[src/rtl/sleep_ctl_pkg.sv]
package sleep_ctl_pkg;
    typedef enum logic [1:0] {
        ST_AWAKE    = 2'd0,
        ST_ENTERING = 2'd1,
        ST_ASLEEP   = 2'd2,
        ST_EXITING  = 2'd3
    } slp_state_t;
endpackage

[src/rtl/slp_sync.sv]
module slp_sync #(
    parameter int STAGES = 2
) (
    input  logic clk,
    input  logic rst_n,
    input  logic async_in,
    output logic sync_out
);
    logic [STAGES-1:0] chain_q;

    generate
        for (genvar i = 0; i < STAGES; i++) begin : g_stage
            always_ff @(posedge clk or negedge rst_n) begin
                if (!rst_n) begin
                    chain_q[i] <= 1'b0;
                end else if (i == 0) begin
                    chain_q[i] <= async_in;
                end else begin
                    chain_q[i] <= chain_q[(i > 0) ? i - 1 : 0];
                end
            end
        end
    endgenerate

    assign sync_out = chain_q[STAGES-1];
endmodule

[src/rtl/slp_downcnt.sv]
module slp_downcnt #(
    parameter int W = 2
) (
    input  logic         clk,
    input  logic         rst_n,
    input  logic         load,
    input  logic [W-1:0] load_val,
    output logic [W-1:0] count
);
    always_ff @(posedge clk or negedge rst_n) begin
        if (!rst_n) begin
            count <= '0;
        end else if (load) begin
            count <= load_val;
        end else if (count != '0) begin
            count <= count - 1'b1;
        end
    end
endmodule

[src/rtl/sleep_ctl.sv]
module sleep_ctl
    import sleep_ctl_pkg::*;
#(
    parameter int SYNC_STAGES     = 2,
    parameter int ENTRY_CYCLES    = 2,
    parameter int EXIT_CYCLES     = 2,
    parameter int RECOVERY_CYCLES = 2
) (
    input  logic clk,
    input  logic rst_n,
    input  logic sleep_req,
    input  logic dev_selected,
    input  logic en_a_n,
    input  logic en_b,
    input  logic en_c_n,
    input  logic strobe_p_n,
    input  logic strobe_c_n,
    output logic access_block,
    output logic dq_hiz,
    output logic entry_abort,
    output logic power_down,
    output logic recovering,
    output logic violation
);
    localparam int MAX_PHASE = (ENTRY_CYCLES > EXIT_CYCLES) ? ENTRY_CYCLES : EXIT_CYCLES;
    localparam int PW        = $clog2(MAX_PHASE + 1);
    localparam int RW        = $clog2(RECOVERY_CYCLES + 1);
    localparam logic [PW-1:0] ENTRY_LAST = PW'(ENTRY_CYCLES - 1);
    localparam logic [PW-1:0] EXIT_LAST  = PW'(EXIT_CYCLES - 1);
    localparam logic [RW-1:0] REC_LOAD   = RW'(RECOVERY_CYCLES);

    slp_state_t    state_q, state_d;
    logic          req_s;
    logic          phase_load;
    logic [PW-1:0] phase_val;
    logic [PW-1:0] phase_cnt;
    logic          rec_load;
    logic [RW-1:0] rec_val;
    logic [RW-1:0] rec_cnt;
    logic          bus_activity;
    logic          viol_q;

    slp_sync #(.STAGES(SYNC_STAGES)) u_sync (
        .clk      (clk),
        .rst_n    (rst_n),
        .async_in (sleep_req),
        .sync_out (req_s)
    );

    slp_downcnt #(.W(PW)) u_phase (
        .clk      (clk),
        .rst_n    (rst_n),
        .load     (phase_load),
        .load_val (phase_val),
        .count    (phase_cnt)
    );

    slp_downcnt #(.W(RW)) u_recov (
        .clk      (clk),
        .rst_n    (rst_n),
        .load     (rec_load),
        .load_val (rec_val),
        .count    (rec_cnt)
    );

    assign bus_activity = !en_a_n | en_b | !en_c_n | !strobe_p_n | !strobe_c_n;

    // next-state and counter control
    always_comb begin
        state_d    = state_q;
        phase_load = 1'b0;
        phase_val  = '0;
        rec_load   = 1'b0;
        rec_val    = '0;
        unique case (state_q)
            ST_AWAKE: begin
                if (req_s) begin
                    state_d    = ST_ENTERING;
                    phase_load = 1'b1;
                    phase_val  = ENTRY_LAST;
                    rec_load   = 1'b1;
                    rec_val    = '0;
                end
            end
            ST_ENTERING: begin
                if (phase_cnt == '0) begin
                    state_d = ST_ASLEEP;
                end
            end
            ST_ASLEEP: begin
                if (!req_s) begin
                    state_d    = ST_EXITING;
                    phase_load = 1'b1;
                    phase_val  = EXIT_LAST;
                end
            end
            ST_EXITING: begin
                if (phase_cnt == '0) begin
                    state_d  = ST_AWAKE;
                    rec_load = 1'b1;
                    rec_val  = REC_LOAD;
                end
            end
            default: state_d = ST_AWAKE;
        endcase
    end

    // state and flag registers
    always_ff @(posedge clk or negedge rst_n) begin
        if (!rst_n) begin
            state_q <= ST_AWAKE;
            viol_q  <= 1'b0;
        end else begin
            state_q <= state_d;
            if ((state_q == ST_AWAKE && req_s && dev_selected) ||
                (rec_cnt != '0 && bus_activity)) begin
                viol_q <= 1'b1;
            end
        end
    end

    // outputs
    always_comb begin
        access_block = (state_q != ST_AWAKE);
        dq_hiz       = (state_q != ST_AWAKE);
        entry_abort  = (state_q == ST_ENTERING) && (phase_cnt == ENTRY_LAST);
        power_down   = (state_q == ST_ASLEEP);
        recovering   = (rec_cnt != '0);
        violation    = viol_q;
    end
endmodule

[config.mk]
export PLATFORM = sky130hd
export DESIGN_NAME = sleep_ctl
export DESIGN_NICKNAME = d
export VERILOG_FILES = /design/src/rtl/sleep_ctl_pkg.sv /design/src/rtl/slp_sync.sv /design/src/rtl/slp_downcnt.sv /design/src/rtl/sleep_ctl.sv
export SDC_FILE = /design/constraint.sdc
export NUM_CORES = 1
export LEC_CHECK = 0
export ABC_AREA = 1
export BUFFER_PORTS_ARGS = -buffer_cell sky130_fd_sc_hd__buf_2
export CAP_MARGIN = 40
export CORE_MARGIN = 5
export CORE_UTILIZATION = 40
export CTS_CLUSTER_SIZE = 28
export DETAILED_ROUTE_END_ITERATION = 8
export GPL_TIMING_DRIVEN = 0
export PLACE_DENSITY_LB_ADDON = 0.08
export SYNTH_ARGS = -nofsm -noshare
export SYNTH_HDL_FRONTEND = slang
export SYNTH_HIERARCHICAL = 1
export SYNTH_SLANG_ARGS = --single-unit
[constraint.sdc]
create_clock -name clk -period 3.2 [get_ports clk]
set_input_delay 0.64 -clock clk [delete_from_list [all_inputs] [get_ports clk]]
set_output_delay 0.64 -clock clk [all_outputs]
set_load 0.005 [all_outputs]
==> out/metrics.cfg, run 1 <==
[global_route]
track_usage_pct=10.5
grt_max_degree=10
top_usage_layer=met2
first_global_vias=406
use_met3_pct=6.64
antenna_found_initial=0
use_met1_pct=13.9
grt_pass1_wl_mm=1.61
grt_remaining_overflow=0
use_met2_pct=14.1

[synthesis]
synth_area_per_cell_um2=7.23
ys_warn_count=6
synth_cell_types=15
synth-seq-cells=9
synth_top_cell_by_area=dfrtp_1
synth_top_cells_by_area=dfrtp_1 38%, ha_1 13%, inv_1 13%
synth_top_area_share_pct=38.5
postSynthCellCount=81
ys_seq_area_share_pct=38.5
synth_area_um2=586

[setup_path]
crit_type=reg2out
cp_slowest_cell=dfrtp_1
crit_path_end_kind=primary output
cp.buffers_inverters=4
required_ns=2.56
cp-start-kind=flip-flop
critPathTopFamily=buffers and inverters
cp_slowest_stage_delay_ns=0.39
path_common_cell=inv_1
critPathMaxFanout=4
path_cells=inv_1 > ha_1 > inv_1 > buf_4 > buf_2
crit_arrival_ns=1.27

[routing]
initialDrtViolationCount=6
routed_via_density=4.43
vias=509
wirelength_mm=1.05
wl_per_cell_um=9.10
antenna_left=0
drc=0
dr.pass1.iters=4

[layout]
antenna_cells=0
fillers=131
synthToLayoutAreaGrowth_pct=20.3
stdcell_count=115
final_nets=116
most-common-layout-cells=20 x inv_1, 20 x nand2_1, 14 x buf_2, 12 x nand3_1, 9 x dfrtp_1
drive_above_1_share_pct=22.0

[clock_tree]
cts_tree=done
hold_buffers=0
root_buffer=clkbuf_4
clock_tree.htree_level_count=1
numCtsBuffers=3
clk_latency_ns=0.26
clk_path_buf_depth=2
cts_resized=0
cts_num_sinks=9
clkTransAtPathRegs_ns=0.06
post-cts-setup-buffer-count=0

[floorplanning]
start_util_pct=43.4
core_area_mm2=0.00135
pin_count=15
die_x_um=48.3
rows=13
die_y_um=48.3
die_area_mm2=0.00233

[run]
cap_violations=0

[min_path]
min_path_type=in2async

[timing]
tightest_slew_ns=0.548
finalSetupViolations=0
rsz0062_at_grt=false
drv_slew=0
fin_crit_ns=1.91
max_freq_mhz=524
hold_viol=0
fin_worst_skew_ns=0.00375
relSlewSlack_pct=63.1
tns_ns=0
finalCritPeriodShare_pct=59.7

[power]
power_density_mw_per_mm2=908
p_leak_nw=0.424
peakVddDrop_mv=0.458

[status]
status=finished, final reports clean

[placed_design]
port_buffers=14
gp_congestion=0.771
dp_cells=111
dp_hpwl_um=867

-- metrics by stage --
step	util [%]	setup slack, ns	total power, mW	area (µm²)	hold WS (ns)
6_report	52.2	1.29	0.639	704	0.221
2_1_floorplan	-	1.70	0.462	589	0.331
3_3_place_gp	50.2	1.58	0.554	678	0.333
4_1_cts	52.2	1.28	0.647	704	0.216
3_5_place_dp	50.2	1.56	0.556	678	0.335
5_1_grt	52.2	1.20	0.716	704	0.213
-- kinds of logic (layout without fill, tap and decap cells) --
group | Yosys count | after routing | synth area share [%]
AND/OR/NAND/NOR | 39 | 39 | 29.5
buffers and inverters | 22 | 40 | 14.7
flip-flops | 9 | 9 | 38.5
adder cells (fa/ha/maj) | 6 | 6 | 12.8
AO/OA/AOI/OAI | 4 | 4 | 3.85
other | 1 | 2 | 0.640
-- worst reg2reg max path, stage by stage, from the launching register on --
cell,delay [ns]
dfrtp_1,0.41
inv_1,0.09
ha_1,0.16
inv_1,0.07
o21ai_0,0.45
inv_1,0.11
nand3_1,0.10
nand3_1,0.07
-- synth_stat cells (all sizes together) --
library cell  instances
nand2                23
inv                  21
nand3                12
dfrtp                 9
ha                    6
nor2                  2
o21ai                 2
a21oi                 1
buf                   1
conb                  1
nor3                  1
o21bai                1
or2                   1
-- power by group --
part | switching (mW) | internal, mW | total, mW
clock | 0.0380 | 0.0480 | 0.0859
combinational | 0.212 | 0.149 | 0.362
sequential | 0.0342 | 0.157 | 0.192
-- layout make-up --
cell class / count / area, µm² / area share, %
repair buffers: 14 / 70.1 / 9.95
inverters: 21 / 78.8 / 11.2
flip-flops and latches: 9 / 225 / 32.0
plain buffers: 1 / 7.51 / 1.07
clock buffers: 4 / 26.3 / 3.73
multi-input cells: 51 / 278 / 39.4
well taps: 15 / 18.8 / 2.66
-- sequential cells by signal, indices dropped and copies added (netlist names) --
signal and flops:
u_phase/count 2, violation 1, u_sync/chain_q 1, u_recov/count 2
state_q 2, u_sync/sync_out 1
-- final timing paths --
check                                                 start                           end  cells past startpoint  slack [ns]
worst max-delay path                 state_q[0]$_DFFE_PN0P_                        dq_hiz                      5        1.29
worst min-delay path                                  rst_n     u_sync/sync_out$_DFF_PN0_                      1        0.22
worst max register to register       state_q[0]$_DFFE_PN0P_  u_phase/count[1]$_DFFE_PN0P_                      7        1.62
worst min register to register  u_sync/chain_q[0]$_DFF_PN0_     u_sync/sync_out$_DFF_PN0_                      0        0.34
max in group asynchronous                             rst_n  u_phase/count[1]$_DFFE_PN0P_                      1        2.80
min in group clk                u_sync/chain_q[0]$_DFF_PN0_     u_sync/sync_out$_DFF_PN0_                      0        0.34
-- routing by layer --
metal / up-vias / wire length (µm)
li1: 280 / -
met1: 217 / 507
met3: 0 / 64
met5: - / 0
met4: 0 / 0
met2: 12 / 474
Note: power is estimated with default switching activity, not from simulation.
==> run 2, diff against run 1 <==
==> constraint.sdc (replaced) <==
create_clock -name clk -period 1.9 [get_ports clk]
set_input_delay 0.38 -clock clk [delete_from_list [all_inputs] [get_ports clk]]
set_output_delay 0.38 -clock clk [all_outputs]
set_load 0.005 [all_outputs]
==> out/metrics.cfg, run 2 (synthesized netlist as in run 1, its figures left out) <==
[status]
status=finished, final reports clean  ; unchanged

[timing]
relSlewSlack_pct=63.1  ; unchanged
finalSetupViolations=0  ; unchanged
fin_crit_ns=1.65
rsz0062_at_grt=false  ; unchanged
max_freq_mhz=606
drv_slew=0  ; unchanged
fin_worst_skew_ns=0.00382  ; was 0.00375 ns
finalCritPeriodShare_pct=86.8
hold_viol=0  ; unchanged
tns_ns=0  ; unchanged
tightest_slew_ns=0.548  ; unchanged

[setup_path]
critPathMaxFanout=4  ; unchanged
crit_arrival_ns=1.27  ; about the same
crit_type=reg2out  ; unchanged
required_ns=1.52  ; was 2.56 ns
crit_path_end_kind=primary output  ; unchanged
cp-start-kind=flip-flop  ; unchanged

[power]
power_density_mw_per_mm2=1510  ; was 908 mW/mm²
peakVddDrop_mv=0.771  ; was 0.458 mV
p_leak_nw=0.428  ; was 0.424 nW

[clock_tree]
hold_buffers=1  ; was 0
root_buffer=clkbuf_4  ; unchanged
clk_path_buf_depth=2  ; unchanged
numCtsBuffers=3  ; unchanged
clk_latency_ns=0.26  ; about the same
cts_tree=done  ; unchanged
clock_tree.htree_level_count=1  ; unchanged
cts_resized=0  ; unchanged
post-cts-setup-buffer-count=0  ; unchanged
clkTransAtPathRegs_ns=0.06  ; about the same
cts_num_sinks=9  ; unchanged

[placed_design]
gp_congestion=0.771  ; unchanged
dp_hpwl_um=867  ; unchanged
dp_cells=111  ; unchanged
port_buffers=14  ; unchanged

[min_path]
min_path_type=in2reg  ; was in2async

[floorplanning]
core_area_mm2=0.00135  ; unchanged
rows=13  ; unchanged
die_y_um=48.3  ; unchanged
die_x_um=48.3  ; unchanged
start_util_pct=43.4  ; unchanged
pin_count=15  ; unchanged
die_area_mm2=0.00233  ; unchanged

[layout]
final_nets=117  ; was 116
stdcell_count=116  ; was 115
most-common-layout-cells=20 x inv_1, 20 x nand2_1, 14 x buf_2, 12 x nand3_1, 9 x dfrtp_1  ; unchanged
antenna_cells=0  ; unchanged
top_regs=state_q (2), u_phase/count (2), u_recov/count (2)  ; unchanged
fin_util_pct=52.9  ; was 52.2%
drive_above_1_share_pct=21.8  ; was 22.0%
synthToLayoutAreaGrowth_pct=22.0  ; was 20.3%

[global_route]
grt_max_degree=10  ; unchanged
grt_pass1_wl_mm=1.63  ; was 1.61 mm
first_global_vias=412  ; was 406
grt_remaining_overflow=0  ; unchanged
track_usage_pct=10.6  ; was 10.5%
antenna_found_initial=0  ; unchanged

[routing]
dr.pass1.iters=4  ; unchanged
drc=0  ; unchanged
wl_per_cell_um=9.07  ; was 9.10 µm
antenna_left=0  ; unchanged
routed_via_density=4.42  ; was 4.43
initialDrtViolationCount=6  ; unchanged
vias=513  ; was 509
wirelength_mm=1.05  ; about the same

[run]
cap_violations=0  ; unchanged

run 2: changes by cell type in the layout (fill, tap and decap cells not counted), sizes merged:
cell and delta:
dlygate4sd3 +1
run 2: worst paths after layout:
| path | startpoint | slack [ns] | cells past startpoint | end |
|---|---|---|---|---|
| setup / recovery | state_q[0]$_DFFE_PN0P_ | 0.25 | 5 | dq_hiz |
| hold / removal | sleep_req | 0.24 | 1 | u_sync/chain_q[0]$_DFF_PN0_ |
| max in group asynchronous | rst_n | 1.23 | 2 | u_phase/count[1]$_DFFE_PN0P_ |
| min in group asynchronous | rst_n | 0.49 | 2 | u_sync/sync_out$_DFF_PN0_ |
| setup reg to reg | state_q[0]$_DFFE_PN0P_ | 0.32 | 7 | u_phase/count[1]$_DFFE_PN0P_ |
| hold reg to reg | u_sync/chain_q[0]$_DFF_PN0_ | 0.34 | 0 | u_sync/sync_out$_DFF_PN0_ |
run 2: cell type report:
cell class / instances / area [µm²]
Buffer: 1 / 7.51
Clock buffer: 4 / 26.3
Fill cell: 130 / 636
Inverter: 21 / 78.8
Multi-Input combinational cell: 51 / 278
Sequential cell: 9 / 225
Tap cell: 15 / 18.8
Timing Repair Buffer: 15 / 80.1
run 2: power breakdown:
part	internal, mW	switching (mW)	leakage [nW]
registers	0.265	0.0576	0.105
logic	0.253	0.358	0.308
clock network	0.0808	0.0639	0.0150
total	0.599	0.479	0.428
run 2: layer usage:
layer | GRT usage (%) | routed length [µm]
met1 | 13.7 | 503
met2 | 14.6 | 483
met3 | 6.64 | 64
met4 | 3.23 | 0
met5 | 0 | 0
run 2: metrics by stage:
step / power, mW / area (µm²) / hold slack (ns) / setup WS [ns]
3_5_place_dp: 0.937 / 678 / 0.240 / 0.321
5_1_grt: 1.21 / 714 / 0.219 / 0.158
4_1_cts: 1.09 / 714 / 0.222 / 0.237
6_report: 1.08 / 714 / 0.236 / 0.251
2_1_floorplan: 0.779 / 589 / 0.0844 / 0.518
3_3_place_gp: 0.933 / 678 / 0.237 / 0.330
run 2: critical path, stage by stage, from the launching register on:
cell and delay [ns]:
dfrtp_1 0.39, inv_1 0.08, ha_1 0.21, inv_1 0.12, buf_4 0.12, buf_2 0.09
==> run 3, diff against run 2 <==
--- a/config.mk
+++ b/config.mk
@@ -14,6 +14,7 @@
 export DETAILED_ROUTE_END_ITERATION = 8
 export GPL_TIMING_DRIVEN = 0
 export PLACE_DENSITY_LB_ADDON = 0.08
+export REMOVE_ABC_BUFFERS = 1
 export SYNTH_ARGS = -nofsm -noshare
 export SYNTH_HDL_FRONTEND = slang
 export SYNTH_HIERARCHICAL = 1
==> out/metrics.cfg, run 3 (synthesized netlist as in run 1, its figures left out) <==
[power]
p_clk_share_pct=13.5  ; was 13.4%
p_leak_nw=0.423  ; was 0.428 nW
p_sw_uw=479  ; about the same
p_seq_share_pct=30.5  ; was 29.9%
p_sw_share_pct=45.1  ; was 44.4%
p_comb_share_pct=55.9  ; was 56.6%
finalPower_mw=1.06  ; was 1.08 mW
power_density_mw_per_mm2=1500  ; was 1510 mW/mm²
peakVddDrop_mv=0.623  ; was 0.771 mV
internal-power_uw=585  ; was 599 µW

[global_route]
use_met3_pct=6.64  ; unchanged
top_usage_layer=met2  ; unchanged
grt_pass1_wl_mm=1.84  ; was 1.63 mm
first_global_vias=448  ; was 412
antenna_found_initial=0  ; unchanged
use_met2_pct=18.8  ; was 14.6%
grt_remaining_overflow=0  ; unchanged
track_usage_pct=12.1  ; was 10.6%
grt_max_degree=10  ; unchanged
use_met1_pct=14.5  ; was 13.7%

[routing]
drc=0  ; unchanged
initialDrtViolationCount=9  ; was 6
vias=532  ; was 513
wl_per_cell_um=9.59  ; was 9.07 µm
routed_via_density=4.63  ; was 4.42
wirelength_mm=1.10  ; was 1.05 mm
dr.pass1.iters=4  ; unchanged
antenna_left=0  ; unchanged

[min_path]
min_path_type=in2reg  ; unchanged
worstHoldStart=sleep_req  ; unchanged

[layout]
synthToLayoutAreaGrowth_pct=20.7  ; was 22.0%
most-common-layout-cells=20 x inv_1, 20 x nand2_1, 14 x buf_2, 12 x nand3_1, 9 x dfrtp_1  ; unchanged
fin_util_pct=52.4  ; was 52.9%
drive_above_1_share_pct=21.0  ; was 21.8%
top_regs=state_q (2), u_phase/count (2), u_recov/count (2)  ; unchanged
final_nets=116  ; was 117
antenna_cells=0  ; unchanged

[timing]
fin_worst_skew_ns=0.00466  ; was 0.00382 ns
finalWorstSetupSlack_ns=0.296  ; was 0.251 ns
finalCritPeriodShare_pct=84.4  ; was 86.8%
hold_viol=0  ; unchanged
hold_ws_ns=0.233  ; was 0.236 ns
drv_slew=0  ; unchanged
fin_crit_ns=1.60  ; was 1.65 ns
max_freq_mhz=623  ; was 606 MHz
finalSetupViolations=0  ; unchanged
tns_ns=0  ; unchanged
relSlewSlack_pct=62.4  ; was 63.1%
tightest_slew_ns=0.558  ; was 0.548 ns
rsz0062_at_grt=false  ; unchanged

[floorplanning]
core_area_mm2=0.00135  ; unchanged
die_area_mm2=0.00233  ; unchanged
die_y_um=48.3  ; unchanged
die_x_um=48.3  ; unchanged
rows=13  ; unchanged
start_util_pct=43.4  ; unchanged
pin_count=15  ; unchanged

[placed_design]
dp_hpwl_um=920  ; was 867 µm
pre_cts_slack_ns=0.305  ; was 0.321 ns
gp_congestion=0.777  ; was 0.771
port_buffers=14  ; unchanged

[clock_tree]
clk_path_buf_depth=2  ; unchanged
numCtsBuffers=3  ; unchanged
clk_latency_ns=0.26  ; about the same
cts_tree=done  ; unchanged
clkTransAtPathRegs_ns=0.06  ; about the same
clock_tree.htree_level_count=1  ; unchanged
cts_num_sinks=9  ; unchanged
post-cts-setup-buffer-count=0  ; unchanged
root_buffer=clkbuf_4  ; unchanged

[status]
status=finished, final reports clean  ; unchanged

[run]
cap_violations=0  ; unchanged

[setup_path]
critPathMaxFanout=5  ; was 4
cp-start-kind=flip-flop  ; unchanged
r2r_start=state_q[0]$_DFFE_PN0P_  ; unchanged
crit_path_end_kind=flip-flop  ; was primary output
required_ns=2.04  ; was 1.52 ns
crit_arrival_ns=1.74  ; was 1.27 ns
crit_type=reg2reg  ; was reg2out
worstSetupStartpoint=state_q[0]$_DFFE_PN0P_  ; unchanged

==> run 3: cell count changes in the layout (fill, tap and decap cells not counted), sizes merged <==
cell  before  now
buf       15   14
==> run 3: final cells by class <==
type	count	area [µm²]
multi-input combinational	51	278
inverter	21	78.8
sequential	9	225
fill	139	643
timing repair buffer	15	80.1
tap	15	18.8
clock buffer	4	26.3
==> run 3: final timing paths <==
kind | end | slack (ns) | depth (start not counted)
setup / recovery | u_phase/count[1]$_DFFE_PN0P_ | 0.30 | 7
min in group asynchronous | state_q[0]$_DFFE_PN0P_ | 0.50 | 2
max in group asynchronous | u_phase/count[0]$_DFFE_PN0P_ | 1.22 | 2
hold / removal | u_sync/chain_q[0]$_DFF_PN0_ | 0.23 | 1
hold reg to reg | u_sync/sync_out$_DFF_PN0_ | 0.35 | 0
setup reg to reg | u_phase/count[1]$_DFFE_PN0P_ | 0.30 | 7
==> run 3: layer usage <==
metal | up-vias | part of all wire, % | wire (µm)
li1 | 279 | - | -
met1 | 241 | 43 | 472
met2 | 12 | 51 | 560
met3 | 0 | 6.3 | 70
met4 | 0 | 0 | 0
met5 | - | 0 | 0
==> run 3: metrics by stage <==
| stage | instances | instance area (µm²) |
|---|---|---|
| 4_1_cts | 115 | 707 |
| 3_5_place_dp | 110 | 671 |
| 5_1_grt | 115 | 707 |
| 3_3_place_gp | 110 | 671 |
| 2_1_floorplan | 81 | 582 |
| 6_report | 115 | 707 |
==> run 3: power groups by stage <==
stage	sequential, mW	clock [mW]	combinational [mW]
floorplan	0.312	0	0.449
global placement	0.329	0	0.587
detailed placement	0.328	0	0.605
CTS	0.325	0.154	0.610
global route	0.339	0.168	0.700
finish	0.325	0.144	0.595
==> run 3: worst max-delay path, cell delays in order (launching register included) <==
cell and delay (ns):
dfrtp_1 0.41, inv_1 0.09, ha_1 0.16, inv_1 0.07
o21ai_0 0.46, inv_1 0.12, nand3_1 0.09, nand3_1 0.07
==> run 3: timing repair <==
item                                   in CTS  in global routing
resized for setup                           0                  0
hold buffers                                1                  0
endpoints found under the hold margin       9                  0
